File: src/rtl/refsel_pkg.sv
package refsel_pkg;

  typedef enum logic [1:0] {
    MD_MASTER  = 2'd0,
    MD_SLAVE   = 2'd1,
    MD_FREERUN = 2'd2,
    MD_FREE_X  = 2'd3
  } op_mode_e;

  localparam int NUM_CH = 2;  // channel 0 primary, channel 1 secondary

  function automatic logic mode_is_free(input logic [1:0] m);
    return (op_mode_e'(m) == MD_FREERUN) || (op_mode_e'(m) == MD_FREE_X);
  endfunction

endpackage

File: src/rtl/refsel_edge_pick.sv
module refsel_edge_pick #(
  parameter int NUM_REFS = 4,
  localparam int IDX_W = $clog2(NUM_REFS)
) (
  input  logic                         clk,
  input  logic                         rst,
  input  logic [NUM_REFS-1:0]          ref_in,
  input  logic [IDX_W-1:0]             pri_idx,
  input  logic [IDX_W-1:0]             sec_idx,
  output logic [refsel_pkg::NUM_CH-1:0] pulse_o,
  output logic [refsel_pkg::NUM_CH-1:0] clr_o
);
  import refsel_pkg::*;

  logic [NUM_REFS-1:0] sync_q, prev_q, rise;
  logic [IDX_W-1:0]    idx_in [NUM_CH];

  always_ff @(posedge clk) begin
    if (rst) begin
      sync_q <= '0;
      prev_q <= '0;
    end else begin
      sync_q <= ref_in;
      prev_q <= sync_q;
    end
  end

  assign rise      = sync_q & ~prev_q;
  assign idx_in[0] = pri_idx;
  assign idx_in[1] = sec_idx;

  for (genvar ch = 0; ch < NUM_CH; ch++) begin : g_ch
    logic [IDX_W-1:0] idx_q;
    always_ff @(posedge clk) begin
      if (rst) idx_q <= '0;
      else     idx_q <= idx_in[ch];
    end
    assign pulse_o[ch] = rise[idx_in[ch]];
    assign clr_o[ch]   = (idx_q != idx_in[ch]);
  end

endmodule

File: src/rtl/refsel_ref_monitor.sv
module refsel_ref_monitor #(
  parameter int NOM_PERIOD = 15625,
  parameter int TOL        = 156,
  parameter int GOOD_N     = 16,
  localparam int LO    = NOM_PERIOD - TOL,
  localparam int HI    = NOM_PERIOD + TOL,
  localparam int SAT   = HI + 1,
  localparam int CNT_W = $clog2(SAT + 1),
  localparam int STK_W = $clog2(GOOD_N + 1)
) (
  input  logic clk,
  input  logic rst,
  input  logic clr,
  input  logic pulse,
  output logic healthy,
  output logic good_tick
);

  logic [CNT_W-1:0] cnt;
  logic [STK_W-1:0] streak;
  logic             in_window;

  assign in_window = (cnt >= CNT_W'(LO)) && (cnt <= CNT_W'(HI));

  always_ff @(posedge clk) begin
    if (rst || clr) begin
      cnt       <= CNT_W'(SAT);
      streak    <= '0;
      healthy   <= 1'b0;
      good_tick <= 1'b0;
    end else begin
      good_tick <= 1'b0;
      if (pulse) begin
        cnt <= CNT_W'(1);
        if (in_window) begin
          good_tick <= 1'b1;
          if (streak < STK_W'(GOOD_N)) streak <= streak + 1'b1;
          healthy <= (streak >= STK_W'(GOOD_N - 1));
        end else begin
          streak  <= '0;
          healthy <= 1'b0;
        end
      end else if (cnt >= CNT_W'(HI)) begin
        cnt     <= CNT_W'(SAT);
        streak  <= '0;
        healthy <= 1'b0;
      end else begin
        cnt <= cnt + 1'b1;
      end
    end
  end

  // a pulse before the window opens leaves the channel unhealthy
  a_r4_early_reject: assert property (@(posedge clk) disable iff (rst)
    (pulse && !clr && cnt < CNT_W'(LO)) |=> !healthy);

  // a saturated interval counter means the reference timed out
  a_r3_timeout_unhealthy: assert property (@(posedge clk) disable iff (rst)
    (cnt == CNT_W'(SAT)) |-> !healthy);

  // health is only ever gained on a good period
  a_r5_gain_on_good: assert property (@(posedge clk) disable iff (rst)
    $rose(healthy) |-> good_tick);

endmodule

File: src/rtl/refsel_ctrl.sv
module refsel_ctrl #(
  parameter int              FW       = 32,
  parameter logic [FW-1:0]   NOM_WORD = '0
) (
  input  logic          clk,
  input  logic          rst,
  input  logic          pri_ok,
  input  logic          sec_ok,
  input  logic          pri_good,
  input  logic          sec_good,
  input  logic [1:0]    mode,
  input  logic [1:0]    fail_switch,
  input  logic          auto_en,
  input  logic          man_sel,
  input  logic [FW-1:0] loop_freq,
  output logic          use_sec,
  output logic          holdover,
  output logic          freerun,
  output logic          ref_change,
  output logic [FW-1:0] freq_out
);
  import refsel_pkg::*;

  logic          sel_n, hold_n, frun_n, chg_n;
  logic          cur_ok, alt_ok, act_good, locked_q, locked_n;
  logic [FW-1:0] stage_q, hist_q;

  assign cur_ok   = use_sec ? sec_ok : pri_ok;
  assign alt_ok   = use_sec ? pri_ok : sec_ok;
  assign act_good = use_sec ? sec_good : pri_good;
  assign frun_n   = mode_is_free(mode);
  assign locked_q = !holdover && !freerun;

  always_comb begin
    sel_n  = use_sec;
    hold_n = holdover;
    if (frun_n) begin
      hold_n = 1'b0;
    end else if (!auto_en) begin
      sel_n  = man_sel;
      hold_n = man_sel ? !sec_ok : !pri_ok;
    end else if (cur_ok) begin
      hold_n = 1'b0;
    end else if (fail_switch[use_sec] && alt_ok) begin
      sel_n  = !use_sec;
      hold_n = 1'b0;
    end else begin
      hold_n = 1'b1;
    end
  end

  assign locked_n = !hold_n && !frun_n;
  assign chg_n    = locked_n && (!locked_q || (sel_n != use_sec));

  always_ff @(posedge clk) begin
    if (rst) begin
      use_sec    <= 1'b0;
      holdover   <= 1'b1;
      freerun    <= 1'b0;
      ref_change <= 1'b0;
      freq_out   <= NOM_WORD;
      stage_q    <= NOM_WORD;
      hist_q     <= NOM_WORD;
    end else begin
      use_sec    <= sel_n;
      holdover   <= hold_n;
      freerun    <= frun_n;
      ref_change <= chg_n;
      if (frun_n)      freq_out <= NOM_WORD;
      else if (hold_n) freq_out <= hist_q;
      else             freq_out <= loop_freq;
      if (locked_q && act_good && cur_ok) begin
        stage_q <= loop_freq;
        hist_q  <= stage_q;
      end
    end
  end

  // both references down in automatic mode forces holdover
  a_r7_both_down_hold: assert property (@(posedge clk) disable iff (rst)
    (auto_en && !frun_n && !pri_ok && !sec_ok) |=> holdover);

  // the frozen word never moves while holdover is in force
  a_r10_frozen_word: assert property (@(posedge clk) disable iff (rst)
    holdover |=> $stable(hist_q));

  // free-run selection takes effect one cycle later
  a_r12_freerun_out: assert property (@(posedge clk) disable iff (rst)
    frun_n |=> (freerun && !holdover && freq_out == NOM_WORD));

endmodule

File: src/rtl/refsel_holdover.sv
module refsel_holdover #(
  parameter int            NUM_REFS   = 4,
  parameter int            NOM_PERIOD = 15625,
  parameter int            TOL        = 156,
  parameter int            GOOD_N     = 16,
  parameter int            FW         = 32,
  parameter logic [FW-1:0] NOM_WORD   = FW'(1) << (FW - 1),
  localparam int IDX_W = $clog2(NUM_REFS)
) (
  input  logic                clk,
  input  logic                rst,
  input  logic [NUM_REFS-1:0] ref_in,
  input  logic [1:0]          mode,
  input  logic [IDX_W-1:0]    pri_idx,
  input  logic [IDX_W-1:0]    sec_idx,
  input  logic [1:0]          fail_switch,
  input  logic                auto_en,
  input  logic                man_sel,
  input  logic [FW-1:0]       loop_freq,
  output logic                use_sec,
  output logic                holdover,
  output logic                freerun,
  output logic                ref_change,
  output logic [FW-1:0]       freq_out,
  output logic                pri_ok,
  output logic                sec_ok
);
  import refsel_pkg::*;

  logic [NUM_CH-1:0] ch_pulse, ch_clr, ch_ok, ch_tick;

  refsel_edge_pick #(.NUM_REFS(NUM_REFS)) u_pick (
    .clk     (clk),
    .rst     (rst),
    .ref_in  (ref_in),
    .pri_idx (pri_idx),
    .sec_idx (sec_idx),
    .pulse_o (ch_pulse),
    .clr_o   (ch_clr)
  );

  for (genvar ch = 0; ch < NUM_CH; ch++) begin : g_mon
    refsel_ref_monitor #(
      .NOM_PERIOD (NOM_PERIOD),
      .TOL        (TOL),
      .GOOD_N     (GOOD_N)
    ) u_mon (
      .clk       (clk),
      .rst       (rst),
      .clr       (ch_clr[ch]),
      .pulse     (ch_pulse[ch]),
      .healthy   (ch_ok[ch]),
      .good_tick (ch_tick[ch])
    );
  end

  refsel_ctrl #(.FW(FW), .NOM_WORD(NOM_WORD)) u_ctrl (
    .clk         (clk),
    .rst         (rst),
    .pri_ok      (ch_ok[0]),
    .sec_ok      (ch_ok[1]),
    .pri_good    (ch_tick[0]),
    .sec_good    (ch_tick[1]),
    .mode        (mode),
    .fail_switch (fail_switch),
    .auto_en     (auto_en),
    .man_sel     (man_sel),
    .loop_freq   (loop_freq),
    .use_sec     (use_sec),
    .holdover    (holdover),
    .freerun     (freerun),
    .ref_change  (ref_change),
    .freq_out    (freq_out)
  );

  assign pri_ok = ch_ok[0];
  assign sec_ok = ch_ok[1];

  // the change strobe only accompanies a locked state
  a_r11_strobe_locked: assert property (@(posedge clk) disable iff (rst)
    ref_change |-> (!holdover && !freerun));

endmodule

File: config.mk
export PLATFORM = sky130hd
export DESIGN_NAME = refsel_holdover
export DESIGN_NICKNAME = d
export VERILOG_FILES = /design/src/rtl/refsel_pkg.sv /design/src/rtl/refsel_edge_pick.sv /design/src/rtl/refsel_ref_monitor.sv /design/src/rtl/refsel_ctrl.sv /design/src/rtl/refsel_holdover.sv
export SDC_FILE = /design/constraint.sdc
export NUM_CORES = 1
export LEC_CHECK = 0
export BUFFER_PORTS_ARGS = -buffer_cell sky130_fd_sc_hd__buf_2
export CAP_MARGIN = 20
export CELL_PAD_IN_SITES_DETAIL_PLACEMENT = 1
export CELL_PAD_IN_SITES_GLOBAL_PLACEMENT = 1
export CORE_MARGIN = 2
export CORE_UTILIZATION = 48
export DETAILED_ROUTE_END_ITERATION = 10
export GPL_TIMING_DRIVEN = 1
export PLACE_DENSITY_LB_ADDON = 0.1
export SETUP_SLACK_MARGIN = 0.2
export SLEW_MARGIN = 25
export SYNTH_ARGS = -nofsm -noshare
export SYNTH_HDL_FRONTEND = slang
export SYNTH_HIERARCHICAL = 1
export SYNTH_SLANG_ARGS = --single-unit
File: constraint.sdc
create_clock -name clk -period 5.69 [get_ports clk]
set_input_delay 0.569 -clock clk [delete_from_list [all_inputs] [get_ports clk]]
set_output_delay 0.569 -clock clk [all_outputs]
set_load 0.03 [all_outputs]
# After elaboration in Yosys (flattened, before gate mapping)
# Index checks and enable logic that the tools add are counted.
# op_classes
addsub	4
bitwise_logic	4
eq_ne	7
mux	39
n_lt_le_gt_ge	13
reduce_logical	29
# ops
op	count
>= comparator 14 bit (second input constant)	4
2-to-1 mux 14 bit	4
2-to-1 mux 5 bit	8
2-to-1 mux 32 bit	1
adder 14 x 1 -> 14 bit (second input constant)	2
less-or-equal comparator 14 bit (second input constant)	2
2-to-1 mux 1 bit	24
adder 5 x 1 -> 5 bit (second input constant)	2
>= comparator 5 x 4 -> 1 bit (second input constant)	2
< comparator 5 bit (second input constant)	2
logical AND 1 bit	8
logical NOT 1 bit	8
< comparator 2 x 3 -> 1 bit (second input constant)	2
!= test 3 bit (second input constant)	2
OR reduction 2 bit	3
OR reduction 3 bit	2
AND 4 bit	1
binary-select mux 1 bit (select 2 bit)	2
== test 2 bit (second input constant)	2
logical OR 1 bit	4
!= test 2 bit	2
inverter 4 bit	1
AND reduction 2 bit	2
nonzero test 2 bit	2
3 further kinds	4
# totals
out_inout_bits	38
register_bits	154
wordCells	117
input_bits	48

# Logic depth before layout (Yosys ltp)
# Gate-level depths: netlist of run 1.
# logic_depth
depth_word	10
ltp_mapped	7

# Hierarchy
# Netlist of run 1, hierarchy kept.
# modules_own_cells
mod	cells_per_inst	area_each_um2	instances
refsel_ctrl	384	3854.9	1
refsel_ref_monitor	134	1146.1	2
refsel_edge_pick	37	441.7	1

# Worst setup path after synthesis of run 1
# OpenSTA, ideal clock, no wires.
# synth_path
kind	flip-flop to flip-flop
start	reg g_mon[0].u_mon.cnt[0]
end	reg g_mon[0].u_mon.streak[4]
setup_ns	0.080
slack_ns	3.886
path_stages_with_launch	8
synth_period_minus_slack_ns	1.804
path_buffers	0
arrival_ns	1.725
path_cell_list	dfxtp_1 > inv_1 > ha_1 > nor2b_1 > nand4b_1 > a311oi_4 > nand3_2 > a22oi_1
# synth_via
elab_chain_cells	4
word_cells_on_any_way	9
classes_between	order compare (3); eq/ne (1); mux (2); reduce/logical (3)
# synth_lines
item	line_no	rtl
start, declared	refsel_ref_monitor.sv:19	logic [CNT_W-1:0] cnt;
start signal, assigned	refsel_ref_monitor.sv:27	cnt <= CNT_W'(SAT);
start signal, assigned	refsel_ref_monitor.sv:44	cnt <= CNT_W'(SAT);
start signal, assigned	refsel_ref_monitor.sv:48	cnt <= cnt + 1'b1;
>= comparator 14 bit / less-or-equal comparator 14 bit (equally long branches)	refsel_ref_monitor.sv:23	assign in_window = (cnt >= CNT_W'(LO)) && (cnt <= CNT_W'(HI));
logical AND 1 bit	refsel_ref_monitor.sv:23	
!= test 3 bit (no source line) / 2-to-1 mux 5 bit (equally long branches)	--	
AND reduction 2 bit (no source line) / 2-to-1 mux 5 bit (equally long branches)	--	
end signal, assigned	refsel_ref_monitor.sv:37	if (streak < STK_W'(GOOD_N)) streak <= streak + 1'b1;
end, declared	refsel_ref_monitor.sv:20	logic [STK_W-1:0] streak;
# Parallel ways exist; a longest one is shown, timed or not.
# A chain may end at the register's enable or synchronous reset.

# Worst setup path after layout of run 1
# layout_path
start	reg g_mon[1].u_mon.healthy
end	reg u_ctrl.hist_q[31]
# layout_via
elab_chain_cells	2
# layout_lines
item	line_no	rtl
start, declared	refsel_ref_monitor.sv:15	output logic healthy,
start signal, assigned	refsel_ref_monitor.sv:38	healthy <= (streak >= STK_W'(GOOD_N - 1));
2-to-1 mux 1 bit	refsel_ctrl.sv:28	assign cur_ok = use_sec ? sec_ok : pri_ok;
logical AND 1 bit	refsel_ctrl.sv:72	if (locked_q && act_good && cur_ok) begin
end signal, assigned	refsel_ctrl.sv:74	hist_q <= stage_q;
end, declared	refsel_ctrl.sv:26	logic [FW-1:0] stage_q, hist_q;
# Every way passes these cells.

==> results_dict.tcl, run 1 <==
set metrics [dict create \
    synth_common_cells "dfxtp_1 (154), nor2_1 (95), mux2i_1 (62)" \
    cap_violations 0 \
    critPathLaunchType "register" \
    clock_skew_ps 10.0 \
    setup_viol 0 \
    status "completed" \
    finalPower_mw 2.39 \
    syn-num-nets 747 \
    grt_remaining_overflow 0 \
    cp-end-kind "register" \
    post-cts-setup-buffer-count 0 \
    r2r_slack_ps 3380 \
    port_buffers 84 \
    ys_types 61 \
    p_leak_nw 2.80 \
    async_flop_share 0 \
    synth_most_common_cell "dfxtp_1" \
    antenna_left 0 \
    core-area_mm2 0.0133 \
    start_util 0.494 \
    cts_max_path_buffers 2 \
    grt_first_pass_wirelength_um 26500 \
    cp_max_fo 66 \
    grt_pass1_vias 5533 \
    slew_violations 0 \
    synth_top_area_cell "dfxtp_1" \
    ir_drop_uv 182 \
    clock_latency_ps 430 \
    io_pins 86 \
    synth_warnings 6 \
    cp.arrival_ps 2630 \
    yosysSeqAreaShare 0.468 \
    drcViolationCount 0 \
    worst_pin_slew_ps 878 \
    worst_ep_required_time_ps 6000 \
    fin_crit_sh 0.407 \
    dpl.hpwl_um 10600 \
    grtUsageTotal 0.227 \
    avgSynthCellArea_um2 9.56 \
    gr-max-usage-layer "met2" \
    wire_per_inst_um 17.2 \
    grt_max_degree 85 \
    gp_congestion 0.805 \
    ys.flop_type "dfxtp_1" \
    n_antenna_cell 0 \
    rsz0062_at_grt "false" \
    use_met2 0.401 \
    finalHoldViolCount 0 \
    cts_tree "yes" \
    fp.dieH_um 121 \
    max_freq_mhz 432 \
    die-area_mm2 0.0147 \
    root_buffer "clkbuf_16" \
    die_w_um 121 \
    antenna_found_initial 0 \
    drive_above_1_share 0.199 \
    setup_tns_ps 0 \
    fin_nets 819 \
    layout_min_cycle_time_ps 2310 \
    worstSetupPathType "reg2reg" \
    first_pass_iters 4 \
    syn_inst 689 \
    synth_top_area_frac 0.468 \
    htreeDepth 4 \
    drt_iter0_markers 281 \
    post_cts_resized 0 \
    use_met1 0.265 \
    grtUsageMet3 0.0540 \
    vias 5329 \
    synth-edff-count 0 \
    cts_made_buffers 17 \
    syn_to_final_growth_pct 15.9 \
    yosys-top-cells-area "dfxtp_1 (47%), mux2i_1 (9.4%), nor2_1 (5.4%)" \
    fp-row-count 42 \
    relSlewSlack 0.414 \
    path_clk_slew_ps 60 \
    hp-class "in2reg" \
    hold_ws_ps 358 \
    finalWirelength_um 16300 \
    routed_via_density 5.61 \
    cts.sinks 154 \
    power.density_mw_per_mm2 312 \
    hold_buffers 0 \
    yosys_register_bits 154 \
    synth_area_mm2 0.00659 \
]
## sequential cells by signal, summed over array words and instances, names as in the netlist
name	flops
u_ctrl/ref_change	1
u_ctrl/stage_q	32
u_pick/prev_q	4
u_ctrl/hist_q	32
g_mon.u_mon/good_tick	2
u_pick/sync_q	4
u_ctrl/use_sec	1
u_ctrl/freq_out	32
u_pick/g_ch.idx_q	4
u_ctrl/holdover	1
u_ctrl/freerun	1
g_mon.u_mon/healthy	2
g_mon.u_mon/streak	10
g_mon.u_mon/cnt	28
## metal layers
metal,up-vias,share of wire
met1,2670,0.44
met2,81,0.50
met3,21,0.039
li1,2557,-
met5,-,0
met4,0,0.016
## critical path, cell delays in order, from the launching register on
cell      delay, ps
dfxtp_1         560
nand3_1         210
a211oi_4        240
buf_6           640
and2b_1         260
a211o_1         260
## layout by cell type, fill, tap and decap left out, drive strengths merged, types with 4 or more instances in the layout
cell type / count
dfxtp: 154
nor2: 95
buf: 90
mux2i: 62
nand3: 53
o21ai: 50
a21oi: 38
nand2: 26
clkbuf: 21
nor2b: 20
inv: 18
xor2: 16
a31oi: 15
ha: 10
nor3: 8
xnor2: 8
nand4b: 7
and2: 6
nand4: 6
clkinv: 6
and3: 6
or2: 5
a22oi: 5
and4: 4
o22ai: 4
## layout make-up
type | instances | area [um2]
Inverter | 17 | 63.8
Multi-Input combinational cell | 481 | 3170
Clock inverter | 11 | 144
Tap cell | 176 | 220
Timing Repair Buffer | 90 | 497
Sequential cell | 154 | 3080
Fill cell | 1567 | 5710
Clock buffer | 21 | 460
## cells by family (layout without fill, tap and decap cells)
group / Yosys count / count (layout) / synth area share
xor gates and xnor gates: 24 / 24 / 0.0319
DFF: 154 / 154 / 0.468
AOI/OAI and AO/OA: 133 / 133 / 0.130
adders and majority gates: 10 / 10 / 0.0190
buffers and inverters: 54 / 139 / 0.0526
and+or+nand+nor: 248 / 248 / 0.194
muxes: 66 / 66 / 0.104
## stage by stage
step | std cells | utilization | setup WS (ps) | cell area, um2
final | 950 | 0.572 | 3380 | 7640
after global placement | 916 | 0.524 | 3140 | 6990
after global routing | 950 | 0.572 | 3230 | 7640
after CTS | 950 | 0.572 | 3150 | 7630
after detailed placement | 918 | 0.527 | 3110 | 7030
after floorplan | 689 | - | 3890 | 6590
## worst paths after layout
path                                            start                             end  cells past startpoint
setup / recovery  g_mon[1].u_mon/healthy$_SDFFE_PP0P_  u_ctrl/hist_q[31]$_SDFFE_PP1P_                      5
hold / removal                              ref_in[0]     u_pick/sync_q[0]$_SDFF_PP0_                      2
setup reg to reg  g_mon[1].u_mon/healthy$_SDFFE_PP0P_  u_ctrl/hist_q[31]$_SDFFE_PP1P_                      5
hold reg to reg           u_pick/sync_q[3]$_SDFF_PP0_     u_pick/prev_q[3]$_SDFF_PP0_                      1
## power by group
group	switching, mW	leakage [nW]	internal, mW
clock	0.444	0.297	0.712
combinational	0.0859	1.26	0.0461
sequential	0.0103	1.25	1.09
total	0.540	2.80	1.85
No activity file was read; power rests on OpenSTA's default activity.
==> inputs of run 2 (changes only) <==
Settings changed: CORE_UTILIZATION 48 to 44.
Clock period 5.69 ns to 2.2 ns, I/O delays scaled along.
==> results_dict.tcl, run 2 (synthesis gave the netlist of run 1 again) <==
set metrics [dict create \
    status "completed" \
    crit_chain "inv_1 > ha_1 > nor2b_1 > nand4b_1 > a311oi_4 > buf_6 > nand4b_1 > a22oi_1" \
    antenna_left 0 \
    drcViolationCount 0 \
    path_buf_inv 2 \
    cts.sinks 154 \
    critPathLaunchType "register" \
    cap_violations 0 \
    path_clk_slew_ps 60 \
    worstHoldPathCells 2 \
    setup_tns_ps 0 \
    rsz0062_at_grt "true" \
    fp.dieH_um 126 \
    syn_to_final_growth_pct 18.2 \
    setup_viol 0 \
    fin_nets 830 \
    grt_remaining_overflow 0 \
    power.density_mw_per_mm2 773 \
    root_buffer "clkbuf_16" \
    r2r-start "g_mon[1].u_mon/cnt[0]$_SDFF_PP0_" \
    worst_pin_slew_ps 749 \
    first_pass_iters 4 \
    hp-start "ref_in[2]" \
    routed_via_density 5.45 \
    worstSetupPathType "reg2reg" \
    crit_slowest_cell "a311oi_4" \
    worst_ep_required_time_ps 2540 \
    cts_tree "yes" \
    critical-path-max-stage-delay_ps 410 \
    max_freq_mhz 517 \
    critPathTopFamily "compound AO/OA/AOI/OAI gates" \
    io_pins 86 \
    grt_max_degree 64 \
    layout_common_cells "dfxtp_1 (150), nor2_1 (95), buf_2 (84), mux2i_1 (62), nand3_1 (49)" \
    fp-row-count 44 \
    finalWirelength_um 16400 \
    cpMostUsedCell "nand4b_1" \
    drive_above_1_share 0.218 \
    p_leak_nw 2.86 \
    hold_ws_ps 16.8 \
    grtUsageTotal 0.210 \
    dpl.hpwl_um 10600 \
    die_w_um 126 \
    vias 5279 \
    slew_violations 0 \
    wire_per_inst_um 16.9 \
    r2r-end "g_mon[1].u_mon/streak[4]$_SDFFE_PP0P_" \
    fin_crit_sh 0.880 \
    relSlewSlack 0.501 \
    final_common_cell "dfxtp_1" \
    reg2reg_depth 8 \
    cp-end-kind "register" \
    clock_skew_ps 8.35 \
    finalHoldViolCount 0 \
    drt_iter0_markers 188 \
    gp_congestion 0.764 \
    reg_top3 "u_ctrl/freq_out x32, u_ctrl/hist_q x32, u_ctrl/stage_q x32" \
    hp-class "in2reg" \
    layout_min_cycle_time_ps 1940 \
    htreeDepth 4 \
    start_util 0.452 \
    cp.arrival_ps 2270 \
    cts_made_buffers 17 \
    grt_pass1_vias 5485 \
    r2r_slack_ps 260 \
    ir_drop_uv 683 \
    hold_end "u_pick/sync_q[2]$_SDFF_PP0_" \
    antenna_found_initial 0 \
    grt_first_pass_wirelength_um 27100 \
    core-area_mm2 0.0146 \
    die-area_mm2 0.0160 \
    port_buffers 84 \
    cp_max_fo 7 \
    clock_latency_ps 430 \
    n_antenna_cell 0 \
    cts_max_path_buffers 2 \
]
[run 2: worst max-delay path by stage]
stage / endpoint / slack, ps / depth (start not counted) / from
finish: g_mon[1].u_mon/streak[4]$_SDFFE_PP0P_ / 260 / 8 / g_mon[1].u_mon/cnt[0]$_SDFF_PP0_
global route: g_mon[1].u_mon/streak[4]$_SDFFE_PP0P_ / 180 / 8 / g_mon[1].u_mon/cnt[1]$_SDFF_PP1_
CTS: g_mon[1].u_mon/streak[4]$_SDFFE_PP0P_ / 210 / 7 / g_mon[1].u_mon/cnt[0]$_SDFF_PP0_
detailed placement: g_mon[0].u_mon/streak[4]$_SDFFE_PP0P_ / 120 / 7 / g_mon[0].u_mon/cnt[0]$_SDFF_PP0_
global placement: g_mon[0].u_mon/healthy$_SDFFE_PP0P_ / 220 / 7 / g_mon[0].u_mon/cnt[0]$_SDFF_PP0_
floorplan: g_mon[0].u_mon/streak[4]$_SDFFE_PP0P_ / 400 / 7 / g_mon[0].u_mon/cnt[0]$_SDFF_PP0_
[run 2: through the flow]
step | setup slack, ps | std cells | power [mW] | area (um2) | utilization
after floorplan | 396 | 689 | 3.11 | 6590 | -
after global placement | 223 | 932 | 3.24 | 7110 | 0.487
after detailed placement | 123 | 932 | 3.25 | 7110 | 0.487
after CTS | 210 | 966 | 6.08 | 7720 | 0.530
after global routing | 175 | 968 | 6.27 | 7790 | 0.534
final | 265 | 968 | 6.02 | 7790 | 0.534
[run 2: layout make-up]
cell class	count	area (um2)
inverter	17	63.8
multi-input combinational	481	3200
sequential	154	3090
tap	184	230
fill	1694	6800
clock buffer	22	484
clock inverter	9	87.6
timing repair buffer	101	637
[run 2: per-layer routing]
metal	share of wire	routed length (um)	vias up	global-route usage
li1	-	-	2582	-
met1	0.44	7180	2600	0.251
met2	0.51	8280	84	0.367
met3	0.045	741	13	0.0633
met4	0.0097	158	0	0.0601
met5	0	0	-	0
[run 2: power breakdown]
part           switching (mW)  leakage (nW)  internal, mW  total [mW]
Sequential             0.0268          1.25          2.81        2.84
Clock                    1.14         0.283          1.67        2.81
Combinational           0.230          1.33         0.139       0.369
Total                    1.39          2.86          4.63        6.02
[run 2: repair_timing]
action                                 CTS  global route
endpoints found under the hold margin    2             0
cloned                                   0             1
gates resized for setup                  1            10
hold buffers                             2             0
setup buffers                            1             1
setup endpoints to repair               10            25
pin swaps                                2             3
[run 2: worst register-to-register path, delay by kind of cell, from the launching register on]
family	cells	cell delay, ps
compound gates	2	580
fa+ha+maj	1	190
buf+inv	2	240
flops	1	370
simple gates	3	470
==> inputs of run 3 (changes only) <==
Settings changed: BUFFER_PORTS_ARGS -buffer_cell sky130_fd_sc_hd__buf_2 to -buffer_cell sky130_fd_sc_hd__buf_4, CORE_UTILIZATION 44 to 35, RECOVER_POWER from default to 50.
==> results_dict.tcl, run 3 (synthesis gave the netlist of run 1 again) <==
set metrics [dict create \
    die-area_mm2 0.0199 \
    critPathLaunchType "register" \
    grt_pass1_vias 5581 \
    grt_first_pass_wirelength_um 27400 \
    relSlewSlack 0.428 \
    antenna_left 0 \
    drive_above_1_share 0.163 \
    dpl.hpwl_um 11300 \
    wire_per_inst_um 16.3 \
    port_buffers 84 \
    final_area_mm2 0.00797 \
    antenna_found_initial 0 \
    cts_tree "yes" \
    start_util 0.355 \
    final_common_cell "dfxtp_1" \
    core-area_mm2 0.0186 \
    status "completed" \
    layout_common_cells "dfxtp_1 (154), nor2_1 (95), mux2i_1 (62), buf_4 (57), nand3_1 (51)" \
    finalHoldViolCount 0 \
    fp.dieH_um 141 \
    cp_max_fo 7 \
    ir_drop_uv 519 \
    setup_tns_ps 0 \
    cts_max_path_buffers 2 \
    grt_remaining_overflow 0 \
    vias 5274 \
    fp-row-count 50 \
    worst_pin_slew_ps 859 \
    setup_viol 0 \
    cap_violations 0 \
    cp-end-kind "register" \
    clock_skew_ps 11.5 \
    reg_top3 "u_ctrl/freq_out x32, u_ctrl/hist_q x32, u_ctrl/stage_q x32" \
    drcViolationCount 0 \
    clock_latency_ps 420 \
    hp-class "in2reg" \
    htreeDepth 4 \
    grt_max_degree 66 \
    power.density_mw_per_mm2 788 \
    path_clk_slew_ps 60 \
    drt_iter0_markers 137 \
    gp_congestion 0.788 \
    die_w_um 141 \
    p_leak_nw 2.77 \
    io_pins 86 \
    first_pass_iters 4 \
    worst_ep_required_time_ps 2470 \
    grtUsageTotal 0.170 \
    syn_to_final_growth_pct 20.9 \
    n_antenna_cell 0 \
    fin_crit_sh 0.872 \
    cts.sinks 154 \
    fin_nets 837 \
    max_freq_mhz 521 \
    placed_area_mm2 0.00741 \
    cp.arrival_ps 2180 \
    slew_violations 0 \
    worstSetupPathType "reg2reg" \
    layout_min_cycle_time_ps 1920 \
    root_buffer "clkbuf_16" \
    rsz0062_at_grt "true" \
    finalWirelength_um 16700 \
    final_util 0.429 \
    cts_made_buffers 17 \
    routed_via_density 5.14 \
]
==> run 3: cell count changes in the layout (fill, tap and decap cells not counted), sizes merged <==
cell,before,now
inv,19,23
clkbuf,23,59
dlygate4sd3,2,3
buf,98,64
clkinv,5,4
bufinv,1,3
==> run 3: final timing paths <==
check / from / endpoint / slack, ps / cells past startpoint
worst min-delay path: ref_in[2] / u_pick/sync_q[2]$_SDFF_PP0_ / 20 / 2
worst max-delay path: g_mon[1].u_mon/healthy$_SDFFE_PP0P_ / u_ctrl/ref_change$_SDFF_PP0_ / 280 / 5
worst min register to register: u_pick/sync_q[0]$_SDFF_PP0_ / u_pick/prev_q[0]$_SDFF_PP0_ / 460 / 1
worst max register to register: g_mon[1].u_mon/healthy$_SDFFE_PP0P_ / u_ctrl/ref_change$_SDFF_PP0_ / 280 / 5
==> run 3: cell type report <==
cell class	instances	area [um2]
Sequential cell	154	3080
Inverter	17	63.8
Clock buffer	18	429
Tap cell	234	293
Clock inverter	14	184
Multi-Input combinational cell	481	3180
Timing Repair Buffer	108	738
Fill cell	2146	10600
==> run 3: through the flow <==
step	std cells	setup slack, ps	hold WS (ps)	total power [mW]
final	1026	282	18.3	6.28
after global routing	1026	95.6	17.5	6.52
after CTS	1021	188	4.08	6.35
after detailed placement	986	188	438	3.29
after global placement	986	179	436	3.28
after floorplan	689	396	292	3.11
==> run 3: metal layers <==
metal	GRT usage	share of wire
met5	0	0
met4	0.0689	0.021
met3	0.0394	0.042
met2	0.288	0.49
met1	0.210	0.45
==> run 3: timing repair <==
| action | 4_1_cts | 5_1_grt |
|---|---|---|
| endpoints found under the setup margin | 7 | 38 |
| hold buffers | 3 | 0 |
| buffers inserted | 0 | 5 |
| pin swaps | 2 | 3 |
| endpoints found under the hold margin | 3 | 0 |
| gates resized for setup | 1 | 5 |
==> run 3: critical path: stages, from the launching register on <==
cell	delay [ps]
dfxtp_1	370
clkbuf_1	360
nor2b_1	120
a311o_1	370
a2111oi_0	470
nor4_1	80
==> run 3: power by group <==
group | internal, mW | leakage [nW] | total [mW] | switching [mW]
clock network | 1.81 | 0.298 | 3.04 | 1.22
logic | 0.168 | 1.23 | 0.401 | 0.233
registers | 2.81 | 1.25 | 2.84 | 0.0241
